## src/rtl/sfr_pkg.sv

```systemverilog
package sfr_pkg;
  localparam int SMP_W    = 10;
  localparam int LO_W     = 7;
  localparam int HI_W     = 3;
  localparam int CNT_W    = 6;
  localparam int STAT_W   = 4;
  localparam int SUB_W    = 3;
  localparam int ID_LEN   = 9;
  localparam int ID_IDX_W = $clog2(ID_LEN);

  localparam logic [SUB_W-1:0] SUB_IDENT  = 3'd0;
  localparam logic [SUB_W-1:0] SUB_STATUS = 3'd4;

  // identifier characters, terminating zero included
  function automatic logic [7:0] ident_char(input logic [ID_IDX_W-1:0] i);
    case (i)
      4'd0:    ident_char = 8'h6D;
      4'd1:    ident_char = 8'h45;
      4'd2:    ident_char = 8'h45;
      4'd3:    ident_char = 8'h47;
      4'd4:    ident_char = 8'h76;
      4'd5:    ident_char = 8'h31;
      4'd6:    ident_char = 8'h2E;
      4'd7:    ident_char = 8'h30;
      default: ident_char = 8'h00;
    endcase
  endfunction
endpackage

```

## src/rtl/sfr_rst_sync.sv

```systemverilog
module sfr_rst_sync (
  input  logic clk,
  input  logic arst_n,
  output logic srst_n
);
  logic [1:0] stage_q;

  always_ff @(posedge clk or negedge arst_n) begin
    if (!arst_n) stage_q <= 2'b00;
    else         stage_q <= {stage_q[0], 1'b1};
  end

  assign srst_n = stage_q[1];
endmodule

```

## src/rtl/sfr_seq_ctr.sv

```systemverilog
module sfr_seq_ctr
  import sfr_pkg::*;
(
  input  logic                clk,
  input  logic                rst_n,
  input  logic                adv,
  output logic [CNT_W-1:0]    cnt_q,
  output logic [ID_IDX_W-1:0] id_idx_q
);
  logic [CNT_W-1:0]    cnt_d;
  logic [ID_IDX_W-1:0] id_idx_d;

  always_comb begin
    cnt_d    = cnt_q;
    id_idx_d = id_idx_q;
    if (adv) begin
      cnt_d = cnt_q + 1'b1;
      if (cnt_q[SUB_W-1:0] == SUB_IDENT) begin
        if (ident_char(id_idx_q) == 8'h00) id_idx_d = '0;
        else                               id_idx_d = id_idx_q + 1'b1;
      end
    end
  end

  always_ff @(posedge clk or negedge rst_n) begin
    if (!rst_n) begin
      cnt_q    <= '0;
      id_idx_q <= '0;
    end else if (adv) begin
      cnt_q    <= cnt_d;
      id_idx_q <= id_idx_d;
    end
  end
endmodule

```

## src/rtl/sfr_aux_src.sv

```systemverilog
module sfr_aux_src
  import sfr_pkg::*;
(
  input  logic [SUB_W-1:0]    sub_sel,
  input  logic [ID_IDX_W-1:0] id_idx,
  input  logic [STAT_W-1:0]   status,
  output logic [7:0]          aux
);
  always_comb begin
    case (sub_sel)
      SUB_IDENT:  aux = ident_char(id_idx);
      SUB_STATUS: aux = {{(8-STAT_W){1'b0}}, status};
      default:    aux = 8'h00;
    endcase
  end
endmodule

```

## src/rtl/sfr_byte_pack.sv

```systemverilog
module sfr_byte_pack
  import sfr_pkg::*;
#(
  parameter int NCH     = 6,
  parameter int PKT_LEN = 3 * (NCH / 2) + 2,
  parameter int IDX_W   = $clog2(PKT_LEN)
) (
  input  logic [NCH*SMP_W-1:0] smp,
  input  logic [CNT_W-1:0]     pkt_num,
  input  logic [7:0]           aux,
  input  logic [IDX_W-1:0]     idx,
  output logic [7:0]           byte_o
);
  localparam int NPAIR = NCH / 2;

  logic [6:0] body [PKT_LEN];
  logic [6:0] sel;
  logic       last;

  assign body[0] = {pkt_num, aux[7]};
  assign body[1] = aux[6:0];

  for (genvar p = 0; p < NPAIR; p++) begin : g_pair
    logic [SMP_W-1:0] ev;
    logic [SMP_W-1:0] od;
    assign ev = smp[(2*p)*SMP_W   +: SMP_W];
    assign od = smp[(2*p+1)*SMP_W +: SMP_W];
    assign body[2+3*p] = ev[LO_W-1:0];
    assign body[3+3*p] = od[LO_W-1:0];
    assign body[4+3*p] = {ev[SMP_W-1:LO_W], 1'b0, od[SMP_W-1:LO_W]};
  end

  always_comb begin
    sel = body[0];
    for (int k = 0; k < PKT_LEN; k++) begin
      if (idx == IDX_W'(k)) sel = body[k];
    end
  end

  assign last   = (idx == IDX_W'(PKT_LEN - 1));
  assign byte_o = {last, sel};
endmodule

```

## src/rtl/sample_packet_framer.sv

```systemverilog
module sample_packet_framer
  import sfr_pkg::*;
#(
  parameter int NCH = 6
) (
  input  logic                 clk,
  input  logic                 rst_n,
  input  logic                 frame_start,
  input  logic [NCH*SMP_W-1:0] samples_in,
  input  logic [STAT_W-1:0]    status_in,
  output logic [7:0]           out_data,
  output logic                 out_valid,
  input  logic                 out_ready
);
  localparam int PKT_LEN = 3 * (NCH / 2) + 2;
  localparam int IDX_W   = $clog2(PKT_LEN);

  logic                 rst_int_n;
  logic                 accept;
  logic                 beat;
  logic                 at_last;
  logic [CNT_W-1:0]     cnt_q;
  logic [ID_IDX_W-1:0]  id_idx_q;
  logic [7:0]           aux_now;

  logic                 vld_q, vld_d;
  logic [IDX_W-1:0]     idx_q, idx_d;
  logic [NCH*SMP_W-1:0] smp_q;
  logic [CNT_W-1:0]     pnum_q;
  logic [7:0]           aux_q;

  sfr_rst_sync u_rst (
    .clk    (clk),
    .arst_n (rst_n),
    .srst_n (rst_int_n)
  );

  sfr_seq_ctr u_seq (
    .clk      (clk),
    .rst_n    (rst_int_n),
    .adv      (accept),
    .cnt_q    (cnt_q),
    .id_idx_q (id_idx_q)
  );

  sfr_aux_src u_aux (
    .sub_sel (cnt_q[SUB_W-1:0]),
    .id_idx  (id_idx_q),
    .status  (status_in),
    .aux     (aux_now)
  );

  assign accept  = frame_start && !vld_q;
  assign beat    = vld_q && out_ready;
  assign at_last = (idx_q == IDX_W'(PKT_LEN - 1));

  always_comb begin
    vld_d = vld_q;
    idx_d = idx_q;
    if (accept) begin
      vld_d = 1'b1;
      idx_d = '0;
    end else if (beat) begin
      if (at_last) vld_d = 1'b0;
      else         idx_d = idx_q + 1'b1;
    end
  end

  always_ff @(posedge clk or negedge rst_int_n) begin
    if (!rst_int_n) begin
      vld_q <= 1'b0;
      idx_q <= '0;
    end else begin
      vld_q <= vld_d;
      idx_q <= idx_d;
    end
  end

  always_ff @(posedge clk or negedge rst_int_n) begin
    if (!rst_int_n) begin
      smp_q  <= '0;
      pnum_q <= '0;
      aux_q  <= '0;
    end else if (accept) begin
      smp_q  <= samples_in;
      pnum_q <= cnt_q;
      aux_q  <= aux_now;
    end
  end

  sfr_byte_pack #(
    .NCH     (NCH),
    .PKT_LEN (PKT_LEN),
    .IDX_W   (IDX_W)
  ) u_pack (
    .smp     (smp_q),
    .pkt_num (pnum_q),
    .aux     (aux_q),
    .idx     (idx_q),
    .byte_o  (out_data)
  );

  assign out_valid = vld_q;
endmodule

```

## config.mk

```make
export PLATFORM = sky130hd
export DESIGN_NAME = sample_packet_framer
export DESIGN_NICKNAME = d
export VERILOG_FILES = /design/src/rtl/sfr_pkg.sv /design/src/rtl/sfr_rst_sync.sv /design/src/rtl/sfr_seq_ctr.sv /design/src/rtl/sfr_aux_src.sv /design/src/rtl/sfr_byte_pack.sv /design/src/rtl/sample_packet_framer.sv
export SDC_FILE = /design/constraint.sdc
export NUM_CORES = 1
export LEC_CHECK = 0
export ABC_AREA = 1
export BUFFER_PORTS_ARGS = -buffer_cell sky130_fd_sc_hd__buf_2
export CORE_ASPECT_RATIO = 1.5
export CORE_MARGIN = 4
export CORE_UTILIZATION = 59
export CTS_BUF_LIST = sky130_fd_sc_hd__clkbuf_2 sky130_fd_sc_hd__clkbuf_4 sky130_fd_sc_hd__clkbuf_8
export CTS_CLUSTER_DIAMETER = 150
export DETAILED_ROUTE_END_ITERATION = 12
export PLACE_DENSITY_LB_ADDON = 0.05
export SLEW_MARGIN = 5
export SYNTH_ARGS = -nofsm -noshare
export SYNTH_HDL_FRONTEND = slang
export SYNTH_HIERARCHICAL = 1
export SYNTH_SLANG_ARGS = --single-unit
```

## constraint.sdc

```tcl
create_clock -name clk -period 3.7 [get_ports clk]
set_input_delay 0.555 -clock clk [delete_from_list [all_inputs] [get_ports clk]]
set_output_delay 0.555 -clock clk [all_outputs]
set_load 0.1 [all_outputs]
```

==> impl_metrics.ini <==
[outcome]
status = finished clean

[grt]
antenna_found_initial = 0
grt_max_degree = 83
grt_pass1_wl_mm = 19.0
grt_pass1_vias = 4228
grt_overflow = 0
grt_use_total = 0.250

[clock_tree]
clkTransAtPathRegs_ps = 90
cts_setup_buffers = 0
numCtsBuffers = 9
cts_sinks = 91
clock_latency_ps = 370
htreeDepth = 3
cts_tree = yes
cts_resized = 0
clock_path_buffers = 2
cts_root_buf = clkbuf_8

[layout]
drive_gt1_frac = 0.159
antenna_cells = 0
nNetsFinal = 816
syn2layout_area_growth_pct = 13.2
postLayoutCoreUtil = 0.696

[setup_path]
reg2reg_depth = 7
r2r_start = out_valid$_DFFE_PN0P_
crit_path_end_kind = output pin
worstSetupPathType = reg2out
worstReg2RegEnd = u_seq/cnt_q[4]$_DFFE_PN0P_
rrSetupSlack_ps = 1840
crit_fanout = 15
startpoint = idx_q[0]$_DFFE_PN0P_
cp-start-kind = register
cp.arrival_ps = 2870
worstPathRequired_ps = 3140

[placement]
port_buffers = 76
dpl.hpwl_mm = 8.14
pre_cts_slack_ps = 725
gp_congestion = 0.851

[min_path]
worstHoldStart = u_rst/stage_q[0]$_DFF_PN0_
whs_endpoint = u_rst/stage_q[1]$_DFF_PN0_
hp-class = reg2reg
hold_depth = 0

[detailed_routing]
drt_iter0_drc = 275
wirelength_mm = 11.0
viasPerCell = 4.98
vias = 4227
antenna_left = 0
wl_per_cell_um = 12.9
post-route-drc-count = 0
dr.pass1.iters = 5

[logic_synthesis]
synth.distinct_cells = 27
synth-compound-area-share = 0.0498
syn_nets = 747
synth_top_family_by_area = simple AND/OR/NAND/NOR gates
syn_area_mm2 = 0.00477
synth_xor_area_frac = 0.00367
synth_area_per_cell_um2 = 7.09
yosys.area_share.adder = 0.0157
yosys_register_bits = 91
yosysWarnings = 6
yosys.area.top_type_share = 0.477
synth.top_cells.by_area = dfrtp_1 48%, nand2_1 29%, inv_1 5.0%, nand3_1 2.9%, a21oi_1 2.2%
yosysSeqAreaShare = 0.477
synth_mux_area_frac = 0
syn_inst = 673
synth-simple-area-share = 0.366
yosysTopAreaCell = dfrtp_1

[floorplan]
die_w_um = 81.4
core_area_mm2 = 0.00776
rows = 39
die_y_um = 118
initial_core_util = 0.615
dieArea_mm2 = 0.00962
ios = 77

[timing]
period_needed_ps = 3420
rsz0062_at_grt = false
setup_viol = 0
tightestPinTransition_ps = 832
maxSlewHeadroom = 0.445
setup_ws_ps = 276
fin_skew_ps = 11.1
setup_tns_ps = 0
hold_viol = 0
fin_crit_sh = 0.925
fmax_mhz = 292
drv_slew = 0

[power_and_ir_drop]
powerDensity_mw_per_mm2 = 964
p_leak_nw = 3.10
peakVddDrop_mv = 1.09
power_w = 0.00520

[flow_run]
max_cap_viol_count = 0
layout by cell type, fill, tap and decap left out, drive strengths merged, types with 2 or more instances in the layout:
cell type,count
buf,80
conb,2
nand2,368
bufinv,2
inv,69
o21ai,23
nor3,3
nand3,30
nand3b,3
dfrtp,91
nor2,26
or2,4
clkinvlp,3
a21oi,21
clkbuf,9
xor2,2
ha,6
Yosys cell counts:
| cell type | n |
|---|---|
| clkbuf_1 | 4 |
| nor2_4 | 3 |
| or2_2 | 4 |
| xor2_1 | 2 |
| nand2_2 | 3 |
| inv_2 | 5 |
| nor3_1 | 3 |
| dfrtp_1 | 91 |
| nor2_1 | 19 |
| nand3_2 | 2 |
| o21ai_1 | 3 |
| conb_1 | 2 |
| nand3_1 | 28 |
| a31oi_1 | 1 |
| buf_4 | 4 |
| ha_1 | 6 |
| buf_2 | 10 |
| inv_1 | 63 |
| nand2_1 | 365 |
| nor2_2 | 4 |
| nand4_1 | 1 |
| buf_6 | 5 |
| o21bai_1 | 1 |
| a21oi_1 | 21 |
| o21ai_0 | 19 |
| nand3b_1 | 3 |
| o21ai_2 | 1 |
worst max-delay path, stage by stage (launching register included):
cell,delay [ps]
dfrtp_1,560
inv_2,260
nand2_1,130
nor2_1,600
a21oi_1,100
nand2_1,110
nand2_1,70
nand2_1,70
nand2_1,50
nand2_1,50
nand2_1,50
nand2_1,40
buf_2,420
timing repair:
item,CTS,global route
endpoints found under the setup margin,0,0
endpoints found under the hold margin,2,0
hold buffers,1,0
power breakdown:
group          internal [W]  switching [W]  leakage (nW)
clock network      0.000383       0.000360         0.102
logic              0.000675        0.00199          1.85
registers           0.00141       0.000377          1.15
total               0.00247        0.00273          3.10
routing by layer:
layer  part of all wire  global-route usage
met3              0.032              0.0444
met1               0.41               0.304
met2               0.53               0.421
met5                  0                   0
met4              0.031               0.116
state kept, by name, summed over array words and instances (netlist names):
signal,count
pnum_q,6
u_seq/cnt_q,6
idx_q,4
aux_q,8
u_rst/stage_q,2
out_valid,1
smp_q,60
u_seq/id_idx_q,4
per-stage QoR:
stage | instance area [µm²] | instances | hold WS, ps
6_report | 5400 | 849 | 366
3_5_place_dp | 5160 | 832 | 341
5_1_grt | 5400 | 849 | 367
3_3_place_gp | 5160 | 832 | 338
2_1_floorplan | 4770 | 673 | 259
4_1_cts | 5400 | 849 | 364
kinds of logic (layout without fill, tap and decap cells):
family	count (synthesis)	in the layout
compound gates	46	46
xor+xnor	2	2
fa+ha+maj	6	6
buf+inv	91	165
flops	91	91
other cells	2	2
simple gates	435	435
worst max path at each step:
| stage | slack, ps | endpoint |
|---|---|---|
| CTS | 310 | out_data[5] |
| finish | 280 | out_data[5] |
| global placement | 810 | out_data[6] |
| global route | 30 | out_data[6] |
| detailed placement | 720 | out_data[5] |
| floorplan | 430 | out_data[3] |
area by class of cell:
class                   count  area (µm²)
fillers                   684        2360
flip-flops and latches     91        2280
multi-input cells         491        2090
repair buffers             81         420
inverters                  68         255
well taps                 102         128
clock buffers               9         124
clock inverters             7         100
Power figures use the tool's default switching activity.
